`config.mk`:
```
export PLATFORM = sky130hd
export DESIGN_NAME = eeprom_id_loader
export DESIGN_NICKNAME = d
export VERILOG_FILES = /design/src/rtl/eil_pkg.sv /design/src/rtl/eil_slot_timer.sv /design/src/rtl/eil_shifter.sv /design/src/rtl/eil_pin_ctrl.sv /design/src/rtl/eeprom_id_loader.sv
export SDC_FILE = /design/constraint.sdc
export NUM_CORES = 1
export LEC_CHECK = 0
export BUFFER_PORTS_ARGS = -buffer_cell sky130_fd_sc_hd__buf_2
export CAP_MARGIN = 30
export CORE_ASPECT_RATIO = 0.9
export CORE_MARGIN = 2
export CORE_UTILIZATION = 50
export CTS_BUF_LIST = sky130_fd_sc_hd__clkbuf_16
export DETAILED_ROUTE_END_ITERATION = 8
export PLACE_DENSITY = 0.69
export RECOVER_POWER = 100
export SYNTH_ARGS = -nofsm -noshare
export SYNTH_HDL_FRONTEND = slang
export SYNTH_SLANG_ARGS = --single-unit
```
`constraint.sdc`:
```
create_clock -name clk -period 3 [get_ports clk]
set_input_delay 0 -clock clk [delete_from_list [all_inputs] [get_ports clk]]
set_output_delay 0 -clock clk [all_outputs]
set_load 0.1 [all_outputs]
```
`src/rtl/eil_pkg.sv`:
```
package eil_pkg;

    typedef enum logic [2:0] {
        ST_SENSE = 3'd0,
        ST_GAP   = 3'd1,
        ST_CMD   = 3'd2,
        ST_DUMMY = 3'd3,
        ST_DATA  = 3'd4,
        ST_STORE = 3'd5,
        ST_DONE  = 3'd6
    } eil_state_e;

    // Leading bits of every read frame, sent before the word address.
    localparam logic       EIL_START_BIT = 1'b1;
    localparam logic [1:0] EIL_OP_READ   = 2'b10;

    // Manual register bit positions (write and readback share 2..0).
    localparam int MAN_SK_BIT = 0;
    localparam int MAN_CS_BIT = 1;
    localparam int MAN_DO_BIT = 2;
    localparam int MAN_DI_BIT = 3;

endpackage

```
`src/rtl/eil_slot_timer.sv`:
```
// Divides the system clock into serial bit slots. Within a slot the
// serial clock is low for the first half and high for the second half.
module eil_slot_timer #(
    parameter int CLK_DIV = 256
) (
    input  logic clk,
    input  logic rst_n,
    input  logic run,
    output logic slot_end,
    output logic sk_rise,
    output logic sk_level
);
    localparam int CNT_W = $clog2(CLK_DIV);
    localparam int HALF  = CLK_DIV / 2;
    localparam logic [CNT_W-1:0] LAST_CNT  = CNT_W'(CLK_DIV - 1);
    localparam logic [CNT_W-1:0] RISE_CNT  = CNT_W'(HALF - 1);
    localparam logic [CNT_W-1:0] HIGH_FROM = CNT_W'(HALF);

    logic [CNT_W-1:0] cnt_q;

    always_ff @(posedge clk or negedge rst_n) begin
        if (!rst_n) begin
            cnt_q <= '0;
        end else if (!run || cnt_q == LAST_CNT) begin
            cnt_q <= '0;
        end else begin
            cnt_q <= cnt_q + 1'b1;
        end
    end

    // sk_rise marks the edge at which the serial clock goes high.
    assign slot_end = run && (cnt_q == LAST_CNT);
    assign sk_rise  = run && (cnt_q == RISE_CNT);
    assign sk_level = run && (cnt_q >= HIGH_FROM);

endmodule

```
`src/rtl/eil_shifter.sv`:
```
// MSB-first shift register with parallel load.
module eil_shifter #(
    parameter int WIDTH = 16
) (
    input  logic             clk,
    input  logic             rst_n,
    input  logic             load,
    input  logic [WIDTH-1:0] load_val,
    input  logic             shift,
    input  logic             ser_in,
    output logic [WIDTH-1:0] q
);
    always_ff @(posedge clk or negedge rst_n) begin
        if (!rst_n) begin
            q <= '0;
        end else if (load) begin
            q <= load_val;
        end else if (shift) begin
            q <= {q[WIDTH-2:0], ser_in};
        end
    end
endmodule

```
`src/rtl/eil_pin_ctrl.sv`:
```
// Pin ownership: the autoload engine before handover, the manual
// register afterwards. Manual writes are accepted only after handover.
module eil_pin_ctrl
    import eil_pkg::*;
(
    input  logic       clk,
    input  logic       rst_n,
    input  logic       handover,
    input  logic       auto_sk,
    input  logic       auto_cs,
    input  logic       auto_do,
    input  logic       auto_oe,
    input  logic       man_we,
    input  logic [2:0] man_wdata,
    input  logic       ee_di,
    output logic       ee_sk,
    output logic       ee_cs,
    output logic       ee_cs_oe,
    output logic       ee_do,
    output logic [3:0] man_rdata
);
    logic [2:0] man_q;

    always_ff @(posedge clk or negedge rst_n) begin
        if (!rst_n) begin
            man_q <= '0;
        end else if (handover && man_we) begin
            man_q <= man_wdata;
        end
    end

    always_comb begin
        if (handover) begin
            ee_sk    = man_q[MAN_SK_BIT];
            ee_cs    = man_q[MAN_CS_BIT];
            ee_do    = man_q[MAN_DO_BIT];
            ee_cs_oe = 1'b1;
        end else begin
            ee_sk    = auto_sk;
            ee_cs    = auto_cs;
            ee_do    = auto_do;
            ee_cs_oe = auto_oe;
        end
    end

    always_comb begin
        man_rdata             = '0;
        man_rdata[MAN_SK_BIT] = man_q[MAN_SK_BIT];
        man_rdata[MAN_CS_BIT] = man_q[MAN_CS_BIT];
        man_rdata[MAN_DO_BIT] = man_q[MAN_DO_BIT];
        man_rdata[MAN_DI_BIT] = ee_di;
    end
endmodule

```
`src/rtl/eeprom_id_loader.sv`:
```
module eeprom_id_loader
    import eil_pkg::*;
#(
    parameter int                CLK_DIV       = 256,
    parameter int                WORD_W        = 16,
    parameter int                ADDR_W        = 6,
    parameter logic [WORD_W-1:0] DEF_VENDOR_ID = 'hF00D,
    parameter logic [WORD_W-1:0] DEF_SUBSYS_ID = 'h5EED,
    parameter logic [WORD_W-1:0] DEF_MODEL_ID  = 'h0A02
) (
    input  logic              clk,
    input  logic              rst_n,
    input  logic              ee_di,
    input  logic              ee_cs_in,
    input  logic              man_we,
    input  logic [2:0]        man_wdata,
    output logic [WORD_W-1:0] vendor_id,
    output logic [WORD_W-1:0] subsys_id,
    output logic [WORD_W-1:0] model_id,
    output logic              load_done,
    output logic              ee_sk,
    output logic              ee_cs,
    output logic              ee_cs_oe,
    output logic              ee_do,
    output logic [3:0]        man_rdata
);
    localparam int NUM_WORDS = 3;
    localparam int IDX_W     = 2;
    localparam int CMD_BITS  = 3 + ADDR_W;
    localparam int CNT_MAX   = (WORD_W > CMD_BITS) ? WORD_W : CMD_BITS;
    localparam int BIT_W     = $clog2(CNT_MAX);

    eil_state_e state_q, state_n;

    logic [BIT_W-1:0]    bit_cnt_q;
    logic [IDX_W-1:0]    word_idx_q;
    logic [CMD_BITS-1:0] cmd_q;
    logic [WORD_W-1:0]   rx_q;
    logic [NUM_WORDS*WORD_W-1:0] id_bus;

    logic slot_end, sk_rise, sk_level;
    logic timer_run;
    logic auto_sk, auto_cs, auto_do, auto_oe;
    logic last_cmd, last_data, last_word;

    assign last_cmd  = (bit_cnt_q  == BIT_W'(CMD_BITS - 1));
    assign last_data = (bit_cnt_q  == BIT_W'(WORD_W - 1));
    assign last_word = (word_idx_q == IDX_W'(NUM_WORDS - 1));

    eil_slot_timer #(.CLK_DIV(CLK_DIV)) u_timer (
        .clk      (clk),
        .rst_n    (rst_n),
        .run      (timer_run),
        .slot_end (slot_end),
        .sk_rise  (sk_rise),
        .sk_level (sk_level)
    );

    // State register
    always_ff @(posedge clk or negedge rst_n) begin
        if (!rst_n) begin
            state_q <= ST_SENSE;
        end else begin
            state_q <= state_n;
        end
    end

    // Next-state logic
    always_comb begin
        state_n = state_q;
        unique case (state_q)
            ST_SENSE: if (slot_end) state_n = ee_cs_in ? ST_GAP : ST_DONE;
            ST_GAP:   if (slot_end) state_n = ST_CMD;
            ST_CMD:   if (slot_end && last_cmd) state_n = ST_DUMMY;
            ST_DUMMY: if (slot_end) state_n = ST_DATA;
            ST_DATA:  if (slot_end && last_data) state_n = ST_STORE;
            ST_STORE: state_n = last_word ? ST_DONE : ST_GAP;
            ST_DONE:  state_n = ST_DONE;
            default:  state_n = ST_SENSE;
        endcase
    end

    // Output decode
    always_comb begin
        timer_run = 1'b0;
        auto_sk   = 1'b0;
        auto_cs   = 1'b0;
        auto_do   = 1'b0;
        auto_oe   = 1'b1;
        unique case (state_q)
            ST_SENSE: begin
                timer_run = 1'b1;
                auto_oe   = 1'b0;
            end
            ST_GAP: begin
                timer_run = 1'b1;
            end
            ST_CMD: begin
                timer_run = 1'b1;
                auto_cs   = 1'b1;
                auto_sk   = sk_level;
                auto_do   = cmd_q[CMD_BITS-1];
            end
            ST_DUMMY, ST_DATA: begin
                timer_run = 1'b1;
                auto_cs   = 1'b1;
                auto_sk   = sk_level;
            end
            ST_STORE, ST_DONE: begin
                timer_run = 1'b0;
            end
            default: begin
                timer_run = 1'b0;
            end
        endcase
    end

    // Bit and word counters
    always_ff @(posedge clk or negedge rst_n) begin
        if (!rst_n) begin
            bit_cnt_q <= '0;
        end else if (slot_end && state_q == ST_CMD) begin
            bit_cnt_q <= last_cmd ? '0 : bit_cnt_q + 1'b1;
        end else if (slot_end && state_q == ST_DATA) begin
            bit_cnt_q <= last_data ? '0 : bit_cnt_q + 1'b1;
        end
    end

    always_ff @(posedge clk or negedge rst_n) begin
        if (!rst_n) begin
            word_idx_q <= '0;
        end else if (state_q == ST_STORE && !last_word) begin
            word_idx_q <= word_idx_q + 1'b1;
        end
    end

    // Command frame: start bit, read opcode, word address (MSB first)
    eil_shifter #(.WIDTH(CMD_BITS)) u_cmd_sr (
        .clk      (clk),
        .rst_n    (rst_n),
        .load     (state_q == ST_GAP && slot_end),
        .load_val ({EIL_START_BIT, EIL_OP_READ, ADDR_W'(word_idx_q)}),
        .shift    (state_q == ST_CMD && slot_end),
        .ser_in   (1'b0),
        .q        (cmd_q)
    );

    // Returned word, captured on serial clock rising edges
    eil_shifter #(.WIDTH(WORD_W)) u_rx_sr (
        .clk      (clk),
        .rst_n    (rst_n),
        .load     (1'b0),
        .load_val ('0),
        .shift    (state_q == ST_DATA && sk_rise),
        .ser_in   (ee_di),
        .q        (rx_q)
    );

    // One ID register per word address
    for (genvar g = 0; g < NUM_WORDS; g++) begin : g_id
        localparam logic [WORD_W-1:0] RST_VAL =
            (g == 0) ? DEF_VENDOR_ID : ((g == 1) ? DEF_SUBSYS_ID : DEF_MODEL_ID);
        logic [WORD_W-1:0] word_q;
        always_ff @(posedge clk or negedge rst_n) begin
            if (!rst_n) begin
                word_q <= RST_VAL;
            end else if (state_q == ST_STORE && word_idx_q == IDX_W'(g)) begin
                word_q <= rx_q;
            end
        end
        assign id_bus[g*WORD_W +: WORD_W] = word_q;
    end

    assign vendor_id = id_bus[0*WORD_W +: WORD_W];
    assign subsys_id = id_bus[1*WORD_W +: WORD_W];
    assign model_id  = id_bus[2*WORD_W +: WORD_W];
    assign load_done = (state_q == ST_DONE);

    eil_pin_ctrl u_pins (
        .clk       (clk),
        .rst_n     (rst_n),
        .handover  (load_done),
        .auto_sk   (auto_sk),
        .auto_cs   (auto_cs),
        .auto_do   (auto_do),
        .auto_oe   (auto_oe),
        .man_we    (man_we),
        .man_wdata (man_wdata),
        .ee_di     (ee_di),
        .ee_sk     (ee_sk),
        .ee_cs     (ee_cs),
        .ee_cs_oe  (ee_cs_oe),
        .ee_do     (ee_do),
        .man_rdata (man_rdata)
    );

endmodule

```
Yosys cells after proc, flatten, opt, wreduce, memory -nomap -nowiden:

Cells that the tools add are included.

* word-level logic and storage cells: 79
* bits of input ports: 8
* output and inout bits: 57
* flip-flop bits (word level): 93

* add/subtract/negate cells: 3
* mux-type cells: 24
* equality and inequality tests: 17
* order comparisons: 1
* reductions and logical operators: 24

Operator list (count)
* 2-to-1 mux 3 bit: 7
* case mux 3 bit (7 select lines): 1
* 2-to-1 mux 9 bit: 2
* 2-to-1 mux 4 bit: 4
* logical AND 1 bit: 14
* inequality test 2 bit, second input constant: 5
* equality test 3 bit, second input constant: 3
* 2-to-1 mux 1 bit: 9
* adder 8 x 1 -> 8 bit, second input constant: 1
* equality test 4 bit, second input constant: 2
* equality test 8 x 7 -> 1 bit, second input constant: 1
* equality test 8 bit, second input constant: 1
* >= comparator 8 bit, second input constant: 1
* 2-to-1 mux 8 bit: 1
* equality test 3 x 2 -> 1 bit, second input constant: 2
* AND reduction 5 bit: 1
* OR reduction 5 bit: 1
* adder 4 x 1 -> 4 bit, second input constant: 1
* nonzero test 2 bit: 2
* equality test 3 x 1 -> 1 bit, second input constant: 1
* zero test 3 bit: 1
* OR reduction 3 bit: 1
* adder 2 x 1 -> 2 bit, second input constant: 1
* equality test 2 x 1 -> 1 bit, second input constant: 1
* 4 further kinds: 5

Depth between registers and ports, before layout:

* word-level depth: 7
* gate-level depth with buffers: 7

By module:

A second synthesis with hierarchy kept.

* cells, all modules: 347
* area total of the unflattened synthesis: 4362.9 µm²

Modules (own cells, without submodules)
* eeprom_id_loader: instances 1, sequential area each 1452.6 µm², cells each 183, area each 2600.0 µm²
* eil_shifter (u_rx_sr): instances 1, sequential area each 400.4 µm², cells each 69, area each 744.5 µm²
* eil_shifter (u_cmd_sr): instances 1, sequential area each 225.2 µm², cells each 39, area each 431.7 µm²
* eil_slot_timer: instances 1, sequential area each 200.2 µm², cells each 44, area each 412.9 µm²
* eil_pin_ctrl: instances 1, sequential area each 75.1 µm², cells each 12, area each 173.9 µm²

Worst setup path before layout:

Ideal clock, no wire load.

* kind: reg-to-output
* from: reg state_q[2]
* to: out ee_cs
* arrival time: 2990 ps
* path slack: 10 ps
* stages on the path, launching flop included: 5
* path through: dfrtp_1 buf_2 buf_1 buf_2 o21ai_0

* cells in the longest elaborated chain, start to end: 4
* elaborated cells between the ends (all ways): 7
* those cells by class: 4 x eq/ne; 2 x mux; 1 x reduce/logical

Ends and longest elaborated chain
* start, declared: line eeprom_id_loader.sv:33 `eil_state_e state_q, state_n;`
* start signal, assigned: line eeprom_id_loader.sv:64 `state_q <= state_n;`
* equality test 3 x 2 -> 1 bit or equality test 3 bit (tied branches): line eeprom_id_loader.sv:90 `unique case (state_q)`
* OR reduction 3 bit (no source line)
* 2-to-1 mux 1 bit: line eeprom_id_loader.sv:90
* 2-to-1 mux 1 bit *: line eil_pin_ctrl.sv:33 `if (handover) begin`
* end, declared: line eeprom_id_loader.sv:22 `output logic ee_cs,`

Mark *: on every way between the ends. The rest lies on a longest branch, timed or not.

Worst setup path in the final report:

* from: reg state_q[1]
* to: reg u_rx_sr.q[1]

* cells in the longest elaborated chain, start to end: 5
* elaborated cells between the ends (all ways): 9
* those cells by class: 4 x eq/ne; 1 x mux; 4 x reduce/logical

Ends and longest elaborated chain
* equality test 3 x 2 -> 1 bit, or another cell as far along: line eeprom_id_loader.sv:90
* OR reduction 5 bit (no source line)
* 2-to-1 mux 1 bit: line eeprom_id_loader.sv:90
* logical AND 1 bit: line eil_slot_timer.sv:33 `assign sk_rise = run && (cnt_q == RISE_CNT);`
* logical AND 1 bit *: line eeprom_id_loader.sv:154 `.shift (state_q == ST_DATA && sk_rise),`
* end signal, assigned: line eil_shifter.sv:17 `q <= load_val;`
* end signal, assigned: line eil_shifter.sv:19 `q <= {q[WIDTH-2:0], ser_in};`
* end, declared: line eil_shifter.sv:11 `output logic [WIDTH-1:0] q`

Marks and branches as above.
A chain may end at the register's enable or synchronous reset.

==> results.md <==
- Outcome: completed
- Post-synth top flop: dfrtp_1
- Largest stage delay, worst path: 0.45 ns
- Die height: 91.1 um
- Row count: 31
- Layout cells sized above 1: around 30%
- Worst path bufs/invs: 2
- Reg area: between 2000 and 2500 um^2
- Avg Inst Size Synth: between 10 and 15 um^2
- Post-DR wirelength/cell: ~17 um
- Yosys warnings: 0
- Sw frac: 20.3%
- Startpoint types: flip-flop
- P_leak: 2.23 nW
- Initial antenna violation count: 0
- Max VDD drop: between 0.3 and 0.4 mV
- Die ar.: between 9000 and 10000 um^2
- Vias per cell: around 5.6
- CTS tree: built
- Max Fclk: between 0.4 and 0.5 GHz
- Vias in the first global route: around 2700
- Post CTS Setup Buffer Count: 0
- Post-CTS sizing: 0
- P_sw: between 0.5 and 0.6 mW
- First-pass DRT Iterations: 4
- Post-synthesis net count: approximately 340
- PwrDens: about 520 nW/um^2
- Clock power frac: 48.2%
- Post-Syn Area: about 4200 um^2
- CP Capture Type: flip-flop
- GP Congestion: roughly 0.8
- Final Hold Vio Count: 0
- Max-cap violations: 0
- Reg2reg setup slack: between 0.6 and 0.7 ns
- Area Growth Syn to Fin: 15.2%
- DRC: 0
- Post-route ant nets: 0
- Clock-pin slew on the worst setup and hold paths: 0.07 ns
- Initial Utilization: between 50 and 60%
- First-pass GRT wire length: between 10000 and 15000 um
- Htree depth: 3
- Hold Path Stages: 3
- Relative slew slack: 14.0%
- Setup_tns: 0 ns
- Root Driver: clkbuf_16
- Mapped Cells: roughly 320
- Combinational share of power: about 1.7%
- Port bufs: 64
- Post-synthesis register bit count: between 90 and 100
- RSZ-0062 raised after global routing: no
- Hold Crit Class: in2reg
- Period minus WS final: 2.31 ns
- Fill count: a little under 700
- Tcrit/Tclk final: approximately three quarters
- Sink count of the clock tree: 93
- Setup violations, final: 0
- DRT iter0 DRCs: between 90 and 100
- Crit path max-delay cell type: or2_0
- Final instance area: between 4000 and 5000 um^2
- R2R cell count: 5
- CP Cell Sequence: clkbuf_1, or2_0, nor3_4, clkbuf_2, mux2_1
- Clock Latency Late Sink: between 0.3 and 0.4 ns
- Seq pwr share: 50.1%
- DR top layer: met4
- Worst Path Required: 3.21 ns
- Met2 Routed Length: between 4000 and 5000 um
- Num CTS Buffers: 9
- Asr flop ratio synth: between 90% and 100%
- Hold Buf Count CTS: 5
- Max-slew violations: 0
- Worst slew pin tran: 1.29 ns
- Fin util: between 50% and 60%
- Wire length on met1: around 3800 um
- Multi-input logic area: about 1700 um^2
- Post-synth EDFFs: 0
- Worst Skew: roughly 0.0077 ns
- Fin nets: roughly 400
- CORE AREA: between 8000 and 9000 um^2
- Pin count of the biggest net entering global routing: 54
- Internal power: roughly 2.0 mW
- Die width: 101 um
- Kind of cell adding the most delay to the critical path: buffers and inverters
- Critical path type: reg2reg
- Register area share after synthesis: a little under three fifths
- Vias: 2756
- Max Buffers Root-to-Sink: 2
- N_diodes: 0
- Number of distinct library cells after synthesis: 51
- Routed wl met3: around 260 um
- Worst EP arrival: approximately 2.5 ns
- DPL Wire Length: 5500 um
- WL final: 8250 um
- Tot GR Track Use: 19.3%
- Maximum fanout along the worst path: 20
- DP Area: 4600 um^2
- Ports: 65
- Crit path depth: 5
- Total grt overflow: 0
## placed cells by master, fill, tap and decap left out, types with 3 or more instances in the layout
cell / count
a21oi_1: 10
a31oi_1: 6
buf_2: 7
buf_4: 4
clkbuf_1: 58
clkbuf_16: 9
clkbuf_2: 3
dfrtp_1: 72
dfstp_2: 21
dlygate4sd3_1: 5
ha_1: 7
inv_1: 9
mux2_1: 8
mux2_2: 58
mux2i_1: 3
nand2_1: 14
nand2b_1: 4
nand3_1: 6
nand3_2: 3
nor2_1: 16
nor2b_1: 7
nor3_1: 3
nor4_1: 3
o21ai_0: 7
o2bb2ai_1: 4
xnor2_1: 4
xor2_1: 5
## stage by stage
step | cells | power (mW) | setup WS [ns] | hold WS [ns]
after floorplan | 322 | 1.29 | 0.00973 | -0.296
after global placement | 474 | 1.32 | 1.00 | 0.0769
after detailed placement | 474 | 1.32 | 0.965 | 0.0825
after CTS | 494 | 2.53 | 0.930 | 0.0529
after global routing | 494 | 2.59 | 0.498 | 0.0729
final | 494 | 2.51 | 0.691 | 0.0554
## routing by layer
metal,up-vias,GRT usage [%]
li1,1289,-
met1,1389,26.6
met2,68,30.5
met3,10,4.23
met4,0,6.16
met5,-,0
## power by group through the flow
stage          clock (mW)  sequential [mW]  combinational (mW)
5_1_grt              1.28             1.25              0.0492
2_1_floorplan           0             1.28             0.00834
4_1_cts              1.23             1.25              0.0457
3_3_place_gp            0             1.28              0.0401
3_5_place_dp            0             1.28              0.0406
6_report             1.21             1.26              0.0425
## worst paths after layout
| path | start | endpoint |
|---|---|---|
| max | state_q[1] | u_rx_sr.q[1] |
| min reg2reg | model_id[0] | model_id[0] |
| max reg2reg | state_q[1] | u_rx_sr.q[1] |
| min | man_we | u_pins.man_q[2] |
| min in group asynchronous | rst_n | u_cmd_sr.q[4] |
| max in group asynchronous | rst_n | u_rx_sr.q[1] |
## logic make-up (layout without fill, tap and decap cells)
group           count (synthesis)  after routing  share of synthesized area, %
flops                          93             93                          55.9
simple gates                   72             72                          9.93
mux                            71             71                          19.8
compound gates                 42             42                          6.87
buf+inv                        28            101                          3.57
xor+xnor                        9              9                          1.87
fa+ha+maj                       7              7                          2.08
## registers in the layout, indices dropped and copies added (netlist names)
signal,count
model_id,16
u_pins.man_q,3
vendor_id,16
u_cmd_sr.q,9
subsys_id,16
bit_cnt_q,4
u_rx_sr.q,16
word_idx_q,2
state_q,3
u_timer.cnt_q,8
## cell usage after synthesis, drive strengths merged, types with 3 or more instances
cell,number,share of area (%)
a21oi,10,1.2
a31oi,6,0.89
buf,11,2.1
clkbuf,8,0.71
dfrtp,72,43
dfstp,21,13
ha,7,2.1
inv,9,0.80
mux2,68,19
mux2i,3,0.71
nand2,14,1.2
nand2b,4,0.59
nand3,9,1.4
nand4,3,0.80
nor2,16,1.4
nor2b,7,1.0
nor3,4,0.74
nor4,3,0.59
o21ai,7,0.83
o2bb2ai,4,0.83
xnor2,4,0.83
xor2,5,1.0
## layout make-up
class                   count  area share [%]
flip-flops and latches     93            48.5
clock buffers               9            4.65
repair buffers             77            7.17
well taps                  99            2.55
multi-input cells         201            34.5
inverters                   9           0.697
clock inverters             6            1.94
## worst register-to-register path: cells and delay by family, from the launching register on
| kind | cells | cell delay (ns) |
|---|---|---|
| buffers and inverters | 2 | 0.74 |
| flip-flops | 1 | 0.37 |
| multiplexers | 1 | 0.40 |
| AND/OR/NAND/NOR | 2 | 0.66 |
No activity file was read; power rests on OpenSTA's default activity.
